## config.mk

```make
export PLATFORM = sky130hd
export DESIGN_NAME = exr_top
export DESIGN_NICKNAME = d
export VERILOG_FILES = /design/src/rtl/exr_pkg.sv /design/src/rtl/exr_exp_select.sv /design/src/rtl/exr_shift_lane.sv /design/src/rtl/exr_top.sv
export SDC_FILE = /design/constraint.sdc
export NUM_CORES = 1
export LEC_CHECK = 0
export BUFFER_PORTS_ARGS = -buffer_cell sky130_fd_sc_hd__buf_2
export CAP_MARGIN = 20
export CORE_MARGIN = 2
export CORE_UTILIZATION = 53
export DETAILED_ROUTE_END_ITERATION = 16
export PLACE_DENSITY = 0.79
export SLEW_MARGIN = 5
export SYNTH_ARGS = -nofsm -noshare
export SYNTH_HDL_FRONTEND = slang
export SYNTH_SLANG_ARGS = --single-unit
```

## constraint.sdc

```tcl
create_clock -name clk -period 0.95 [get_ports clk]
set_input_delay 0.0475 -clock clk [delete_from_list [all_inputs] [get_ports clk]]
set_output_delay 0.0475 -clock clk [all_outputs]
set_load 0.005 [all_outputs]
```

## src/rtl/exr_pkg.sv

```systemverilog
package exr_pkg;
  localparam int EXR_MANT_W = 15;
  localparam int EXR_EXP_W  = 3;
  localparam int EXR_OUT_W  = EXR_MANT_W + (1 << EXR_EXP_W) - 1;

  typedef enum logic {LANE_I = 1'b0, LANE_Q = 1'b1} exr_lane_e;
endpackage

```

## src/rtl/exr_exp_select.sv

```systemverilog
module exr_exp_select #(
  parameter int EXP_W = exr_pkg::EXR_EXP_W
) (
  input  logic [EXP_W-1:0] loop_exp,
  input  logic             inhibit,
  output logic [EXP_W-1:0] eff_exp
);
  localparam logic [EXP_W-1:0] EXP_MAX = {EXP_W{1'b1}};

  always_comb begin
    eff_exp = inhibit ? EXP_MAX : loop_exp;
  end
endmodule

```

## src/rtl/exr_shift_lane.sv

```systemverilog
module exr_shift_lane #(
  parameter int MANT_W = exr_pkg::EXR_MANT_W,
  parameter int EXP_W  = exr_pkg::EXR_EXP_W,
  parameter int OUT_W  = MANT_W + (1 << EXP_W) - 1
) (
  input  logic              clk,
  input  logic              rst_n,
  input  logic              flush,
  input  logic              load,
  input  logic [MANT_W-1:0] mant,
  input  logic [EXP_W-1:0]  shamt,
  output logic [OUT_W-1:0]  res
);
  localparam int EXT_W = OUT_W - MANT_W;

  function automatic logic [OUT_W-1:0] widen_shift(
    input logic [MANT_W-1:0] m,
    input logic [EXP_W-1:0]  s
  );
    logic signed [OUT_W-1:0] ext;
    ext = $signed({{EXT_W{m[MANT_W-1]}}, m});
    return ext <<< s;
  endfunction

  logic [OUT_W-1:0] shifted;
  assign shifted = widen_shift(mant, shamt);

  always_ff @(posedge clk or negedge rst_n) begin
    if (!rst_n) begin
      res <= '0;
    end else if (flush) begin
      res <= '0;
    end else if (load) begin
      res <= shifted;
    end
  end
endmodule

```

## src/rtl/exr_top.sv

```systemverilog
module exr_top #(
  parameter int MANT_W = exr_pkg::EXR_MANT_W,
  parameter int EXP_W  = exr_pkg::EXR_EXP_W,
  parameter int OUT_W  = MANT_W + (1 << EXP_W) - 1
) (
  input  logic              clk,
  input  logic              rst_n,
  input  logic              flush,
  input  logic              in_vld,
  input  logic [MANT_W-1:0] in_i,
  input  logic [MANT_W-1:0] in_q,
  input  logic [EXP_W-1:0]  in_exp,
  input  logic              exp_inhibit,
  output logic              out_vld,
  output logic [OUT_W-1:0]  out_i,
  output logic [OUT_W-1:0]  out_q
);
  localparam int NLANES = 2;

  logic [EXP_W-1:0]  eff_exp;
  logic [EXP_W-1:0]  exp_applied;
  logic              accept;
  logic [MANT_W-1:0] lane_in  [NLANES];
  logic [OUT_W-1:0]  lane_out [NLANES];

  assign accept = in_vld && !flush;

  exr_exp_select #(.EXP_W(EXP_W)) u_sel (
    .loop_exp (in_exp),
    .inhibit  (exp_inhibit),
    .eff_exp  (eff_exp)
  );

  assign lane_in[exr_pkg::LANE_I] = in_i;
  assign lane_in[exr_pkg::LANE_Q] = in_q;

  for (genvar g = 0; g < NLANES; g++) begin : g_lane
    exr_shift_lane #(.MANT_W(MANT_W), .EXP_W(EXP_W), .OUT_W(OUT_W)) u_lane (
      .clk   (clk),
      .rst_n (rst_n),
      .flush (flush),
      .load  (accept),
      .mant  (lane_in[g]),
      .shamt (eff_exp),
      .res   (lane_out[g])
    );
  end

  always_ff @(posedge clk or negedge rst_n) begin
    if (!rst_n) begin
      out_vld     <= 1'b0;
      exp_applied <= '0;
    end else begin
      out_vld <= accept;
      if (flush) exp_applied <= '0;
      else if (in_vld) exp_applied <= eff_exp;
    end
  end

  assign out_i = lane_out[exr_pkg::LANE_I];
  assign out_q = lane_out[exr_pkg::LANE_Q];
endmodule

```

After elaboration in Yosys (flattened, before gate mapping). Cells that the tools add are included.

Bits in read-only memories: 0. Output and inout bits: 45. Word-level logic and storage cells: 13. Input bits: 38. Register bits after elaboration: 45. Latch bits: 0. Memory bits (writable): 0. Memories: 0.

Muxes and demuxes: 5. Divide/modulo/power cells: 0. Magnitude comparators: 0. Shift-type cells: 2. Bitwise logic cells: 0. Reduce and logical (&&, ||, !) cells: 3. Multiply operators: 0. $add $sub $neg: 0. Equal/unequal tests: 0.

Operator list (count): $mux 22 (4); $sshl 15x3->22 (2); $mux 3 (1); $reduce_bool 2->1 (1); $logic_and 1x1->1 (1); $logic_not 1->1 (1).

Depth between registers and ports, before layout.
Depth after elaboration: 4. Mapped depth: 7.

By module. From an unflattened synthesis, not the netlist that was laid out.

Cells, all modules: 287. Area total of the unflattened synthesis: 2812.7 sq um.

Modules (own cells, without submodules): exr_shift_lane (instances 2, area each 1377.6 sq um, seq. area each 550.5 sq um, cells each 141); exr_top (instances 1, area each 38.8 sq um, seq. area each 25.0 sq um, cells each 2); exr_exp_select (instances 1, area each 18.8 sq um, seq. area each 0.0 sq um, cells each 3).

Worst setup path after synthesis. OpenSTA, ideal clock, no wires.

Path type: input-to-reg. Start point: input in_exp[1]. End point: register g_lane[0].u_lane.res[11]. Path buffers: 2. Data required time: 824 ps. Cell stages on the path: 6. Arrival: 1250 ps. Path slack: -426 ps. Setup time: 126 ps. Cell sequence: buf_6 or2_1 buf_6 mux2_4 or2_0 a221o_1.

Word-level cells in the longest chain between the ends: 4.

RTL lines: start, declared (RTL line exr_top.sv:12) `input logic [EXP_W-1:0] in_exp,`; $mux 3 (RTL line exr_exp_select.sv:11) `eff_exp = inhibit ? EXP_MAX : loop_exp;`; $sshl 15x3->22 (RTL line exr_shift_lane.sv:22) `return ext <<< s;`; $mux 22 (RTL line exr_shift_lane.sv:33) `end else if (load) begin`; $mux 22 (RTL line exr_shift_lane.sv:31) `end else if (flush) begin`; end signal, assigned (RTL line exr_shift_lane.sv:34) `res <= shifted;`; end, declared (RTL line exr_shift_lane.sv:12) `output logic [OUT_W-1:0] res`.

No other way between the ends. The select of a mux whose other input is x is not followed. A chain may end at the register's enable or synchronous reset.

Worst setup path in the final report.
Start point: input in_exp[1]. End point: register g_lane[1].u_lane.res[11].

Word-level cells in the longest chain between the ends: 4.

RTL lines (RTL line): $mux 3 (exr_exp_select.sv:11); $sshl 15x3->22 (exr_shift_lane.sv:22); $mux 22 (exr_shift_lane.sv:33); $mux 22 (exr_shift_lane.sv:31); end signal, assigned (exr_shift_lane.sv:34); end, declared (exr_shift_lane.sv:12).

No other way between the ends. The select of a mux whose other input is x is not followed.

==> impl_metrics.tcl <==
set metrics [dict create \
    seq_area_frac_synth_pct 38.5 \
    antenna_cells 0 \
    cap_viol_max_count 0 \
    synth-compound-area-share_pct 28.3 \
    max_freq_mhz 825 \
    drt_iter0_drc 514 \
    cts_tree "yes" \
    mostFrequentLayoutCell "buf_2" \
    synth_nets 377 \
    dieArea_mm2 0.00613 \
    timing_worst_slew_pin_value_ns 0.547 \
    start_kind "input port" \
    antenna_found_initial 0 \
    period_needed_ns 1.21 \
    routed_via_density 6.77 \
    hold_class "input port to flip-flop" \
    relSlewSlack_pct 63.4 \
    fp.coreArea_mm2 0.00541 \
    worstPathArrival_ns 1.40 \
    synth_cell_type_count 39 \
    io_pins 83 \
    fin_ws_ns -0.262 \
    die_h_um 78.3 \
    die_w_um 78.3 \
    fin_skew_ns 0 \
    reg2reg_from "g_lane[1].u_lane.res[15]$_DFFE_PN0P_" \
    initial_utilization_pct 54.1 \
    violations "negative setup slack" \
    placed_area_mm2 0.00384 \
    drive_gt1_share_pct 52.9 \
    cts_buffer_depth 2 \
    synth_edf_count 0 \
    synth.avg_cell_area_um2 8.63 \
    hold_viol 0 \
    finalWirelength_um 12800 \
    critPathSlowestCell "mux2_4" \
    ys_seq_elements 45 \
    io_buffers 82 \
    path_delay_family "simple AND/OR/NAND/NOR gates" \
    layout_common_cells "79 x buf_2, 49 x buf_4, 45 x nand2_1, 45 x dfrtp_1, 27 x buf_6" \
    root_buffer "clkbuf_8" \
    setup_violations 34 \
    synth_xor_area_share_pct 0 \
    crit_fanout 5 \
    crit_required_ns 1.14 \
    htree_levels 2 \
    dr.pass1.iters 7 \
    cellLeakagePower_nw 2.18 \
    cts_sinks 45 \
    globalplace.congestion 0.958 \
    period_share_pct 128 \
    rsz0062_at_grt "yes" \
    ant_nets 0 \
    tns_ns -4.28 \
    drv_slew 0 \
    synthArstFlopShare_pct 100 \
    grt_pass1_wl_um 17100 \
    hp-start "in_q[0]" \
    cp-end-kind "flip-flop" \
    ir_drop_mv 1.09 \
    crit_path_cell_trace "buf_8, or2_4, buf_6, mux2_4, or2_0, a221o_1" \
    via_count 3721 \
    grt_overflow 0 \
    clkLatencyLatePin_ns 0.30 \
    cts_buffers 5 \
    place_hpwl_um 7470 \
    synth_top_family_by_area "compound AO/OA/AOI/OAI gates" \
    yosysWarnings 0 \
    grt_pass1_vias 3312 \
    synthAdderAreaFrac_pct 0 \
    grt_max_degree 46 \
    track_usage_pct 36.0 \
    rows 27 \
    powerDensity_mw_per_mm2 1110 \
    wl_per_cell_um 23.3 \
    yosys.area_share.simple_pct 22.4 \
    nets 516 \
    final_area_mm2 0.00479 \
    power.total_mw 5.34 \
    synthCells 339 \
    clk_pin_slew_ns 0.08 \
    netlist_area_mm2 0.00292 \
    outcome "finished, violations left" \
    critPathMaxStageDelay_ns 0.31 \
    startpoint "in_exp[1]" \
    critical_path_buf_inv_count 2 \
    synthMuxAreaShare_pct 4.79 \
    drc_errors 0 \
    syn_to_final_growth_pct 63.8 \
    crit_type "input port to flip-flop" \
    ys.flop_type "dfrtp_1" \
]
state kept, by name, summed over array words and instances (netlist names):
name	cells
g_lane.u_lane.res	44
out_vld	1
per-layer routing:
layer | up-vias | track usage, % | share of wire, %
li1 | 1536 | - | -
met1 | 1779 | 45.3 | 36
met2 | 330 | 60.0 | 49
met3 | 76 | 6.55 | 8.9
met4 | 0 | 17.4 | 5.8
met5 | - | 0 | 0
final timing paths:
kind | to | slack, ns | depth (start not counted)
worst max-delay path | g_lane[1].u_lane.res[11]$_DFFE_PN0P_ | -0.26 | 6
worst min-delay path | g_lane[1].u_lane.res[0]$_DFFE_PN0P_ | 0.09 | 2
worst max register to register | g_lane[1].u_lane.res[15]$_DFFE_PN0P_ | -0.21 | 4
worst min register to register | g_lane[0].u_lane.res[1]$_DFFE_PN0P_ | 0.51 | 2
max in group asynchronous | g_lane[0].u_lane.res[5]$_DFFE_PN0P_ | 0.48 | 3
min in group asynchronous | g_lane[0].u_lane.res[8]$_DFFE_PN0P_ | 0.24 | 3
per-stage QoR:
| stage | cells | hold WS [ns] | utilization (%) | setup WS (ns) |
|---|---|---|---|---|
| detailed placement | 523 | 0.0460 | 71.0 | -0.620 |
| global placement | 523 | 0.0431 | 71.0 | -0.548 |
| CTS | 539 | 0.0798 | 80.4 | -0.189 |
| finish | 550 | 0.0892 | 88.6 | -0.262 |
| floorplan | 339 | -0.248 | - | -0.425 |
| global route | 550 | 0.0912 | 88.6 | -0.315 |
cell families (layout without fill, tap and decap cells):
family	count (synthesis)	count (layout)
DFF	45	45
buffers and inverters	38	177
AOI/OAI and AO/OA	111	111
muxes	13	13
and+or+nand+nor	132	132
cell type report:
| cell class | instances | area, um^2 |
|---|---|---|
| Clock buffer | 5 | 68.8 |
| Sequential cell | 45 | 1130 |
| Timing Repair Buffer | 164 | 1230 |
| Inverter | 6 | 22.5 |
| Multi-Input combinational cell | 256 | 2220 |
| Tap cell | 72 | 90.1 |
| Fill cell | 258 | 616 |
| Clock inverter | 2 | 35.0 |
worst reg2reg max path: stages (launching register included):
cell and delay (ns):
dfrtp_1 0.38, nor2_1 0.06, a311oi_1 0.32, o31ai_1 0.16, a31oi_1 0.17
where the power goes:
group | switching [mW] | internal (mW) | total (mW)
logic | 0.985 | 0.834 | 1.82
registers | 0.0768 | 2.03 | 2.11
clock network | 0.643 | 0.765 | 1.41
total | 1.70 | 3.63 | 5.34
synth_stat cells (all sizes together), types with 8 or more instances:
master / number / area share (%)
a211oi: 26 / 6.7
a21oi: 10 / 1.7
buf: 18 / 3.5
clkbuf: 14 / 1.8
dfrtp: 45 / 39
mux2i: 11 / 3.8
nand2: 47 / 6.0
nand3: 8 / 1.4
nor2: 16 / 2.1
nor2b: 16 / 3.4
nor3: 13 / 2.2
nor3b: 9 / 2.3
o211ai: 12 / 3.1
o21ai: 12 / 2.1
o311ai: 12 / 3.6
repair_timing:
action / in CTS / in global routing
buffers inserted: 7 / 11
resized for setup: 87 / 70
pin swaps: 38 / 26
gates cloned: 1 / 0
setup endpoints to repair: 37 / 43
endpoints found under the hold margin: 45 / 0
hold buffers: 1 / 0
Power figures use the tool's default switching activity.
